**config.mk**
```make
export PLATFORM = sky130hd
export DESIGN_NAME = slot_pwr_ctl
export DESIGN_NICKNAME = d
export VERILOG_FILES = /design/src/rtl/slot_pwr_pkg.sv /design/src/rtl/slot_pwr_sync.sv /design/src/rtl/slot_pwr_ctl_reg.sv /design/src/rtl/slot_pwr_pgood.sv /design/src/rtl/slot_pwr_ctl.sv
export SDC_FILE = /design/constraint.sdc
export NUM_CORES = 1
export LEC_CHECK = 0
export CORE_AREA = 3 3 42 44
export CTS_BUF_LIST = sky130_fd_sc_hd__clkbuf_8 sky130_fd_sc_hd__clkbuf_16
export DETAILED_ROUTE_END_ITERATION = 16
export DIE_AREA = 0 0 45 47
export PLACE_DENSITY = 0.81
export SYNTH_ARGS = -nofsm -noshare
export SYNTH_HDL_FRONTEND = slang
export SYNTH_HIERARCHICAL = 1
export SYNTH_SLANG_ARGS = --single-unit
```
**constraint.sdc**
```tcl
create_clock -name clk -period 2.4 [get_ports clk]
set_input_delay 0.72 -clock clk [delete_from_list [all_inputs] [get_ports clk]]
set_output_delay 0.72 -clock clk [all_outputs]
set_load 0.005 [all_outputs]
```
**src/rtl/slot_pwr_pkg.sv**
```systemverilog
package slot_pwr_pkg;
   localparam int REG_W       = 8;
   localparam int CTL_W       = 3;
   localparam int BIT_AUX_PG  = 7;
   localparam int BIT_MAIN_PG = 6;
   localparam int BIT_FRC_DIS = 2;
   localparam int BIT_MAIN_EN = 1;
   localparam int BIT_AUX_EN  = 0;

   typedef struct packed {
      logic frc_dis;
      logic main_on;
      logic aux_on;
   } slot_ctl_t;

   typedef struct packed {
      logic aux_good;
      logic main_good;
      logic force_n;
   } slot_pins_t;
endpackage

```
**src/rtl/slot_pwr_sync.sv**
```systemverilog
module slot_pwr_sync #(
   parameter int         W       = 3,
   parameter int         STAGES  = 2,
   parameter logic [W-1:0] RST_VAL = '0
) (
   input  logic         clk,
   input  logic         rst_n,
   input  logic [W-1:0] d,
   output logic [W-1:0] q
);
   logic [W-1:0] stg [STAGES];

   if (STAGES < 2) begin : g_bad_stages
      $error("slot_pwr_sync: STAGES must be at least 2");
   end

   always_ff @(posedge clk or negedge rst_n) begin
      if (!rst_n) stg[0] <= RST_VAL;
      else        stg[0] <= d;
   end

   for (genvar i = 1; i < STAGES; i++) begin : g_stage
      always_ff @(posedge clk or negedge rst_n) begin
         if (!rst_n) stg[i] <= RST_VAL;
         else        stg[i] <= stg[i-1];
      end
   end

   assign q = stg[STAGES-1];
endmodule

```
**src/rtl/slot_pwr_ctl_reg.sv**
```systemverilog
module slot_pwr_ctl_reg
   import slot_pwr_pkg::*;
(
   input  logic             clk,
   input  logic             rst_n,
   input  logic             wr_hit,
   input  logic [REG_W-1:0] wdata,
   output slot_ctl_t        ctl
);
   always_ff @(posedge clk or negedge rst_n) begin
      if (!rst_n) begin
         ctl <= '0;
      end else if (wr_hit) begin
         ctl.frc_dis <= wdata[BIT_FRC_DIS];
         ctl.main_on <= wdata[BIT_MAIN_EN];
         ctl.aux_on  <= wdata[BIT_AUX_EN];
      end
   end

   // a hit lands its low bits in the next cycle
   p_write_lands_r2: assert property (@(posedge clk) disable iff (!rst_n)
      wr_hit |=> ctl == $past(wdata[CTL_W-1:0]));

   // without a hit nothing moves
   p_idle_holds_r4: assert property (@(posedge clk) disable iff (!rst_n)
      !wr_hit |=> $stable(ctl));
endmodule

```
**src/rtl/slot_pwr_pgood.sv**
```systemverilog
module slot_pwr_pgood
   import slot_pwr_pkg::*;
#(
   parameter bit FORCE_GATEABLE = 1'b1
) (
   input  slot_pins_t pins,
   input  logic       frc_dis,
   output logic       pull_low
);
   logic force_act;

   if (FORCE_GATEABLE) begin : g_gated
      assign force_act = !pins.force_n && !frc_dis;
   end else begin : g_always
      assign force_act = !pins.force_n;
   end

   assign pull_low = pins.aux_good && pins.main_good && !force_act;
endmodule

```
**src/rtl/slot_pwr_ctl.sv**
```systemverilog
module slot_pwr_ctl
   import slot_pwr_pkg::*;
#(
   parameter int         CMD_W     = 8,
   parameter logic [CMD_W-1:0] CMD_SEL = 8'h03,
   parameter int         SYNC_STAGES = 2
) (
   input  logic             clk,
   input  logic             rst_n,
   input  logic [CMD_W-1:0] cmd_sel,
   input  logic             wr_en,
   input  logic [REG_W-1:0] wr_data,
   output logic [REG_W-1:0] rd_data,
   input  logic             main_ok,
   input  logic             aux_ok,
   input  logic             force_on_n,
   output logic             main_en,
   output logic             aux_en,
   output logic             pgood_pull
);
   localparam int PIN_W = $bits(slot_pins_t);
   localparam slot_pins_t PIN_RST = '{aux_good: 1'b0, main_good: 1'b0, force_n: 1'b1};

   if (CMD_W < 1) begin : g_bad_cmd
      $error("slot_pwr_ctl: CMD_W must be positive");
   end

   logic       sel;
   logic       wr_hit;
   slot_ctl_t  ctl;
   slot_pins_t pins_raw;
   slot_pins_t pins_s;
   logic [PIN_W-1:0] pins_q;
   logic [REG_W-1:0] reg_byte;

   assign sel    = (cmd_sel == CMD_SEL);
   assign wr_hit = wr_en && sel;

   assign pins_raw = '{aux_good: aux_ok, main_good: main_ok, force_n: force_on_n};

   slot_pwr_sync #(.W(PIN_W), .STAGES(SYNC_STAGES), .RST_VAL(PIN_RST)) u_sync (
      .clk  (clk),
      .rst_n(rst_n),
      .d    (pins_raw),
      .q    (pins_q)
   );
   assign pins_s = slot_pins_t'(pins_q);

   slot_pwr_ctl_reg u_reg (
      .clk   (clk),
      .rst_n (rst_n),
      .wr_hit(wr_hit),
      .wdata (wr_data),
      .ctl   (ctl)
   );

   slot_pwr_pgood #(.FORCE_GATEABLE(1'b1)) u_pg (
      .pins    (pins_s),
      .frc_dis (ctl.frc_dis),
      .pull_low(pgood_pull)
   );

   always_comb begin
      reg_byte              = '0;
      reg_byte[BIT_AUX_PG]  = pins_s.aux_good;
      reg_byte[BIT_MAIN_PG] = pins_s.main_good;
      reg_byte[CTL_W-1:0]   = ctl;
   end

   assign rd_data = sel ? reg_byte : '0;
   assign main_en = ctl.main_on;
   assign aux_en  = ctl.aux_on;

   // the pin is never pulled low unless both synchronized status bits are good
   p_pull_needs_good_r7: assert property (@(posedge clk) disable iff (!rst_n)
      pgood_pull |-> (pins_s.aux_good && pins_s.main_good));

   // an allowed force request keeps the pin released
   p_force_release_r8: assert property (@(posedge clk) disable iff (!rst_n)
      (!pins_s.force_n && !ctl.frc_dis) |-> !pgood_pull);

   // reserved positions read as zero
   p_reserved_zero_r3: assert property (@(posedge clk) disable iff (!rst_n)
      rd_data[5:3] == 3'b000);
endmodule

```
**Word level (Yosys, flattened, before mapping)**

Cells that the tools add are included.

- Flip-flop bits (word level): 9
- Output and inout port bits: 11
- Logic and storage cells: 14

- Equal/unequal tests: 1
- Mux-type cells: 1
- Reduce and logical (&&, ||, !) cells: 7

Operators with widths:

| cell | count |
|---|---|
| $eq 8x2->1 const B | 1 |
| $mux 8 | 1 |
| $logic_and 1x1->1 | 4 |
| $logic_not 1->1 | 3 |

**Logic depth before layout (Yosys ltp)**

Gate-level depths: netlist of run 1.

- Word-level depth: 4
- Depth in mapped cells: 4

**Hierarchy**

Netlist of run 1, hierarchy kept.

By module, submodules not included:

| module | times used | cells each | area an instance (sq um) |
|---|---|---|---|
| slot_pwr_sync | 1 | 9 | 175.2 |
| slot_pwr_ctl | 1 | 19 | 148.9 |
| slot_pwr_ctl_reg | 1 | 6 | 108.9 |
| slot_pwr_pgood | 1 | 1 | 10.0 |

**Worst setup path after synthesis of run 1**

Ideal clock, no wire load.

- Path kind: in2out
- Start: input port cmd_sel[7]
- End: output port rd_data[0]
- Data arrival time: 1.542 ns
- Data required time: 1.680 ns
- Path slack: 0.138 ns
- Stages on the path: 3
- Path through: or4_4 > buf_6 > nor3_2

- Word-level cells in the longest chain between the ends: 2

RTL lines:

| what | line | text |
|---|---|---|
| start, declared | slot_pwr_ctl.sv:10 | `input logic [CMD_W-1:0] cmd_sel,` |
| $eq 8x2->1 | slot_pwr_ctl.sv:36 | `assign sel = (cmd_sel == CMD_SEL);` |
| $mux 8 | slot_pwr_ctl.sv:70 | `assign rd_data = sel ? reg_byte : '0;` |
| end, declared | slot_pwr_ctl.sv:13 | `output logic [REG_W-1:0] rd_data,` |

Every way passes these cells.

**Worst setup path after layout of run 1**

- Start: input port cmd_sel[3]
- End: output port rd_data[0]

The elaborated chain is that of the path after synthesis.

==> reports/results.ini, run 1 <==
[status]
status=complete, but fails checks
violations=negative setup slack

[cts]
cts_buffers=3
path_clk_slew_ps=40
worstSkewPairLatency_ps=220
clkSinkCount=9
root_buffer=clkbuf_8
cts_tree=built
cts_buffer_depth=2
cts_max_level=1

[cells_and_area]
area_growth_syn_to_layout_pct=63.8
fin_nets=86
drive_gt1_frac=0.444
antenna_cells=0

[power_and_ir_drop]
power_density_nw_per_um2=516
total_power_uw=374
leakage_nw=0.359
vdd_drop_max_mv=0.465

[yosys]
yosysTopAreaCell=dfrtp_1
netlist_area_um2=443
ys_ff_latch=9
synth_commonest_cells=dfrtp_1 (7), buf_4 (6), inv_1 (6), nor3_2 (5), mux2_2 (3)
synth_warnings=6
synthArstFlopShare=1.00
yosys.cell_types.count=12
synth.most_common_cell=dfrtp_1
synth-edff-count=0
synthTopCellsByArea=dfrtp_1 (40%), dfstp_2 (12%), nor3_2 (11%)
seq_area_frac_synth=0.514
avgSynthCellArea_um2=12.7
synthCells=35
synth_ff_type=dfrtp_1
synth_top_area_share=0.395

[grt]
grt_pass1_wl_um=1370
grt_pass1_vias=333
track_usage=0.0960
antenna_found_initial=0
overflow=0
grt_max_degree=10

[die]
row_count=14
ios=33
dieWidth_um=45
die_y_um=47
dieArea_um2=2120
core_area_um2=1470
start_util=0.301

[route]
vias=332
via_per_inst=4.20
first_pass_iters=1
drc=0
detail-route-antenna-nets=0
first_iter_violations=0
routedWlPerCell_um=12.4
wirelength_um=978

[placed_design]
place_congestion=0.602
portBuffers=24
dp_hpwl_um=730

[sta]
slew_viol_final=0
rsz0062_at_grt=yes
fin_crit_sh=1.05
setup_viol=4
finalHoldViolations=0
worst_slack_ps=-118
tns_ps=-344
fmax_mhz=397
fin_worst_skew_ps=0.274
fin_crit_ps=2520

[worst_setup_path]
path_cells=buf_6 -> or4_4 -> buf_6 -> nor3_2 -> buf_2
cpMostUsedCell=buf_6
endpoint_kind=output pin
critPathSlowestCell=or4_4
critPathLaunchType=primary input
cp_max_fo=4
required_ps=1680
max_stage_delay_ps=570
path_class=in2out
critPathArrivalTime_ps=1800

[flow_run]
drv_cap=0

[hold_path]
worstHoldPathType=reg2reg

-- power breakdown --
group          internal [mW]  total (mW)  leakage [nW]  switching, mW
clock network          0.111       0.162        0.0269         0.0515
registers              0.161       0.165         0.109        0.00367
logic                 0.0311      0.0472         0.223         0.0162
total                  0.303       0.374         0.359         0.0713
-- logic make-up after synthesis --
group                  Yosys count  share of synthesized area
AOI/OAI and AO/OA                1                     0.0226
buffers and inverters           13                      0.178
DFF                              9                      0.514
muxes                            3                     0.0763
other                            1                    0.00847
and+or+nand+nor                  8                      0.201
-- layer usage --
layer  wire [µm]  track usage  vias up
li1            -            -      158
met1         287       0.0755      154
met2         586        0.192       18
met3          87       0.0307        2
met4          16       0.0702        0
met5           0            0        -
-- final timing paths --
path,from,to,slack (ps),depth (start not counted)
max in group asynchronous,rst_n,u_sync/q[0]$_DFF_PN1_,1300,1
worst max register to register,u_reg/ctl[2]$_DFFE_PN0P_,u_reg/ctl[2]$_DFFE_PN0P_,1620,1
worst min-delay path,u_sync/stg[5]$_DFF_PN0_,u_sync/q[2]$_DFF_PN0_,350,0
worst min register to register,u_sync/stg[5]$_DFF_PN0_,u_sync/q[2]$_DFF_PN0_,350,0
min in group asynchronous,rst_n,u_reg/ctl[2]$_DFFE_PN0P_,790,1
worst max-delay path,cmd_sel[3],rd_data[0],-120,5
-- worst max-delay path: cells and delay by family --
kind,cells,cell delay [ps]
AND/OR/NAND/NOR,2,700
buffers and inverters,3,370
-- area by class of cell --
cell class                      count  area, µm²
Tap cell                           16       20.0
Multi-Input combinational cell     15        150
Sequential cell                     9        228
Timing Repair Buffer               29        260
Fill cell                         160        746
Clock buffer                        3       41.3
Clock inverter                      1       3.75
Inverter                            6       22.5
-- flip-flops by register name (all words and copies together) (netlist names) --
name and cells:
u_reg/ctl 3, u_sync/q 3, u_sync/stg 3
-- per-stage QoR --
stage                     cell area, µm²  hold slack, ps   util  std cells  worst slack (ps)
after floorplan                      450             331      -         37               138
final                                726             346  0.493         79              -118
after global routing                 726             356  0.493         79              -167
after detailed placement             662             342  0.450         71              -764
after global placement               662             334  0.450         71              -744
after CTS                            713             351  0.485         79              -140
-- what timing repair did --
| item | 4_1_cts | 5_1_grt |
|---|---|---|
| setup buffers | 4 | 0 |
| endpoints found under the setup margin | 5 | 5 |
| hold buffers | 0 | 0 |
| resized for setup | 40 | 2 |
| pin swaps | 5 | 4 |
-- layout by cell type (no fill, tap or decap), drive strengths merged --
cell,count
dfrtp,7
or4,1
clkdlybuf4s15,1
clkbuf,3
mux2,3
dfstp,2
dlygate4sd2,4
inv,7
nand4bb,1
conb,3
nor3,6
buf,13
clkdlybuf4s50,11
o211a,1
Note: power is estimated with default switching activity, not from simulation.
==> inputs of run 2 (changes only) <==
Settings changed: ABC_AREA from default to 1, CORE_AREA 3 3 42 44 to 3 3 43 45, DIE_AREA 0 0 45 47 to 0 0 46 48, PLACE_DENSITY 0.81 to 0.79.
Clock period 2.4 ns to 2.2 ns, I/O delays scaled along.
==> run 2 against run 1 <==
  * The run now ends clean
  * First-iteration DRC count grew 4
  * Largest cell class unchanged
  * Sequential cell count is the same
  * Via count grew 9.9%
  * Power grew 7.8%
  * Count of clock-buffer cells in the layout is the same
  * Routed wire length shrank 13%
  * Design area shrank 2.6%
==> reports/results.ini, run 2 <==
[cts]
clkSinkCount=9
cts_buffer_depth=2
cts_max_level=1
cts_buffers=3
path_clk_slew_ps=40
root_buffer=clkbuf_8
cts-hold-fix-buffers=0
worstSkewPairLatency_ps=230
cts_tree=built

[worst_setup_path]
crit_start=cmd_sel[6]
critPathArrivalTime_ps=1490
path_cells=clkdlybuf4s15_1 -> inv_1 -> nand2_1 -> nor2_2 -> nand2_4 -> buf_6 -> nor2_4 -> buf_2
worst-r2r-setup-slack_ps=1580
worst-r2r-cell-count=2
critPathLaunchType=primary input
endpoint_kind=output pin
setup.worst_path.end=rd_data[1]
critical_path_buf_inv_count=4
required_ps=1540
critPathSlowestCell=clkdlybuf4s15_1
r2r_end=u_reg/ctl[2]$_DFFE_PN0P_
crit_family=buffers and inverters
path_class=in2out
max_stage_delay_ps=160
r2r_start=u_reg/ctl[2]$_DFFE_PN0P_
cp_max_fo=5
cp_num_cells=8

[yosys]
synthTopCellsByArea=dfrtp_1 (41%), dfstp_2 (12%), nand2_1 (12%)
synth_top_area_share=0.413
synth.most_common_cell=nand2_1
synth_mux_area_frac=0
synth_ff_type=dfrtp_1
ys_ff_latch=9
synthArstFlopShare=1.00
yosys.area_share.simple=0.233
synth_warnings=6
synth_compound_gate_area_share=0
yosysTopAreaCell=dfrtp_1
synth-edff-count=0
synth-xor-area-share=0
seq_area_frac_synth=0.537
yosys.area_share.adder=0
avgSynthCellArea_um2=7.85
synth_commonest_cells=nand2_1 (14), inv_1 (12), nor2_1 (9), dfrtp_1 (7), buf_4 (6)
yosys.cell_types.count=10
synth_top_family_by_area=simple AND/OR/NAND/NOR gates
netlist_area_um2=424
synthCells=54

[cells_and_area]
fin_nets=103
mostFrequentLayoutCell=nand2_1
drive_gt1_frac=0.238
multiInputGateArea_um2=130
area_growth_syn_to_layout_pct=66.7
final_cells=96
fill_cells=166
stdcell_area_um2=707
layout_common_cells=nand2_1 (14), inv_1 (13), clkdlybuf4s50_1 (11)
regArea_um2=228
antenna_cells=0

[route]
drc=0
vias=365
first_iter_violations=4
detail-route-antenna-nets=0
via_per_inst=3.80
first_pass_iters=4
wirelength_um=850
routedWlPerCell_um=8.85

[grt]
grt_pass1_vias=333
antenna_found_initial=0
grt_max_degree=10
track_usage=0.0911
grt_pass1_wl_um=1310
overflow=0

[die]
row_count=14
die_y_um=48
dieArea_um2=2210
core_area_um2=1510
ios=33
start_util=0.282
dieWidth_um=46

[placed_design]
place_congestion=0.725
placed_area_um2=647
portBuffers=24
placedCellCount=90
dp_hpwl_um=658

[sta]
fin_crit_ps=2150
slew_viol_final=0
fin_crit_sh=0.975
fin_worst_skew_ps=1.28
fmax_mhz=466
finalHoldViolations=0
setup_viol=0

[hold_path]
hold_path_depth=0
worstHoldPathType=reg2reg

[flow_run]
drv_cap=0

[power_and_ir_drop]
leakage_nw=0.377
power_density_nw_per_um2=571
vdd_drop_max_mv=0.353

[status]
status=finished clean

## run 2: changes by cell type after synthesis, sizes merged
cell	before	now
buf	7	6
inv	6	13
mux2	3	0
nand2	0	15
nand4bb	1	0
nor2	0	10
nor3	6	0
o211a	1	0
or4	1	0
## run 2: repair_timing
action                     4_1_cts  5_1_grt
pin swaps                        8        5
buffers inserted                 2        0
setup endpoints to repair        5        5
gates resized for setup         26       13
## run 2: cell type report
type | instances | share of cell area
clock inverter | 1 | 0.00531
inverter | 13 | 0.0690
multi-input combinational | 28 | 0.184
clock buffer | 3 | 0.0584
timing repair buffer | 26 | 0.333
sequential | 9 | 0.322
tap | 16 | 0.0283
## run 2: power by group
part / switching (mW) / total [mW] / internal, mW / leakage (nW)
Sequential: 0.00366 / 0.180 / 0.176 / 0.109
Combinational: 0.0165 / 0.0455 / 0.0290 / 0.241
Clock: 0.0575 / 0.178 / 0.121 / 0.0269
## run 2: cells by family (layout without fill, tap and decap cells)
kind of cell           after synthesis  after routing
other                                1              3
buffers and inverters               19             43
DFF                                  9              9
and+or+nand+nor                     25             25
## run 2: how the worst min path moves through the flow
stage                                  from  slack, ps                    end
floorplan           u_sync/stg[4]$_DFF_PN0_        330  u_sync/q[1]$_DFF_PN0_
global placement    u_sync/stg[5]$_DFF_PN0_        340  u_sync/q[2]$_DFF_PN0_
detailed placement  u_sync/stg[4]$_DFF_PN0_        340  u_sync/q[1]$_DFF_PN0_
CTS                 u_sync/stg[5]$_DFF_PN0_        350  u_sync/q[2]$_DFF_PN0_
global route        u_sync/stg[5]$_DFF_PN0_        350  u_sync/q[2]$_DFF_PN0_
finish              u_sync/stg[5]$_DFF_PN0_        340  u_sync/q[2]$_DFF_PN0_
## run 2: through the flow
stage | power (mW) | utilization | setup TNS (ps) | setup slack, ps | hold slack [ps]
floorplan | 0.200 | - | 0 | 503 | 331
global placement | 0.229 | 0.429 | -2260 | -454 | 336
detailed placement | 0.230 | 0.429 | -2310 | -478 | 337
CTS | 0.412 | 0.463 | 0 | 6.46 | 346
global route | 0.429 | 0.469 | -8.21 | -5.56 | 353
finish | 0.403 | 0.469 | 0 | 54.8 | 343
## run 2: per-layer routing
layer  track usage  wire length [µm]  vias to the layer above
li1              -                 -                      190
met1        0.0820               285                      152
met2         0.154               439                       21
met3        0.0376               110                        2
met4        0.0852                14                        0
met5             0                 0                        -
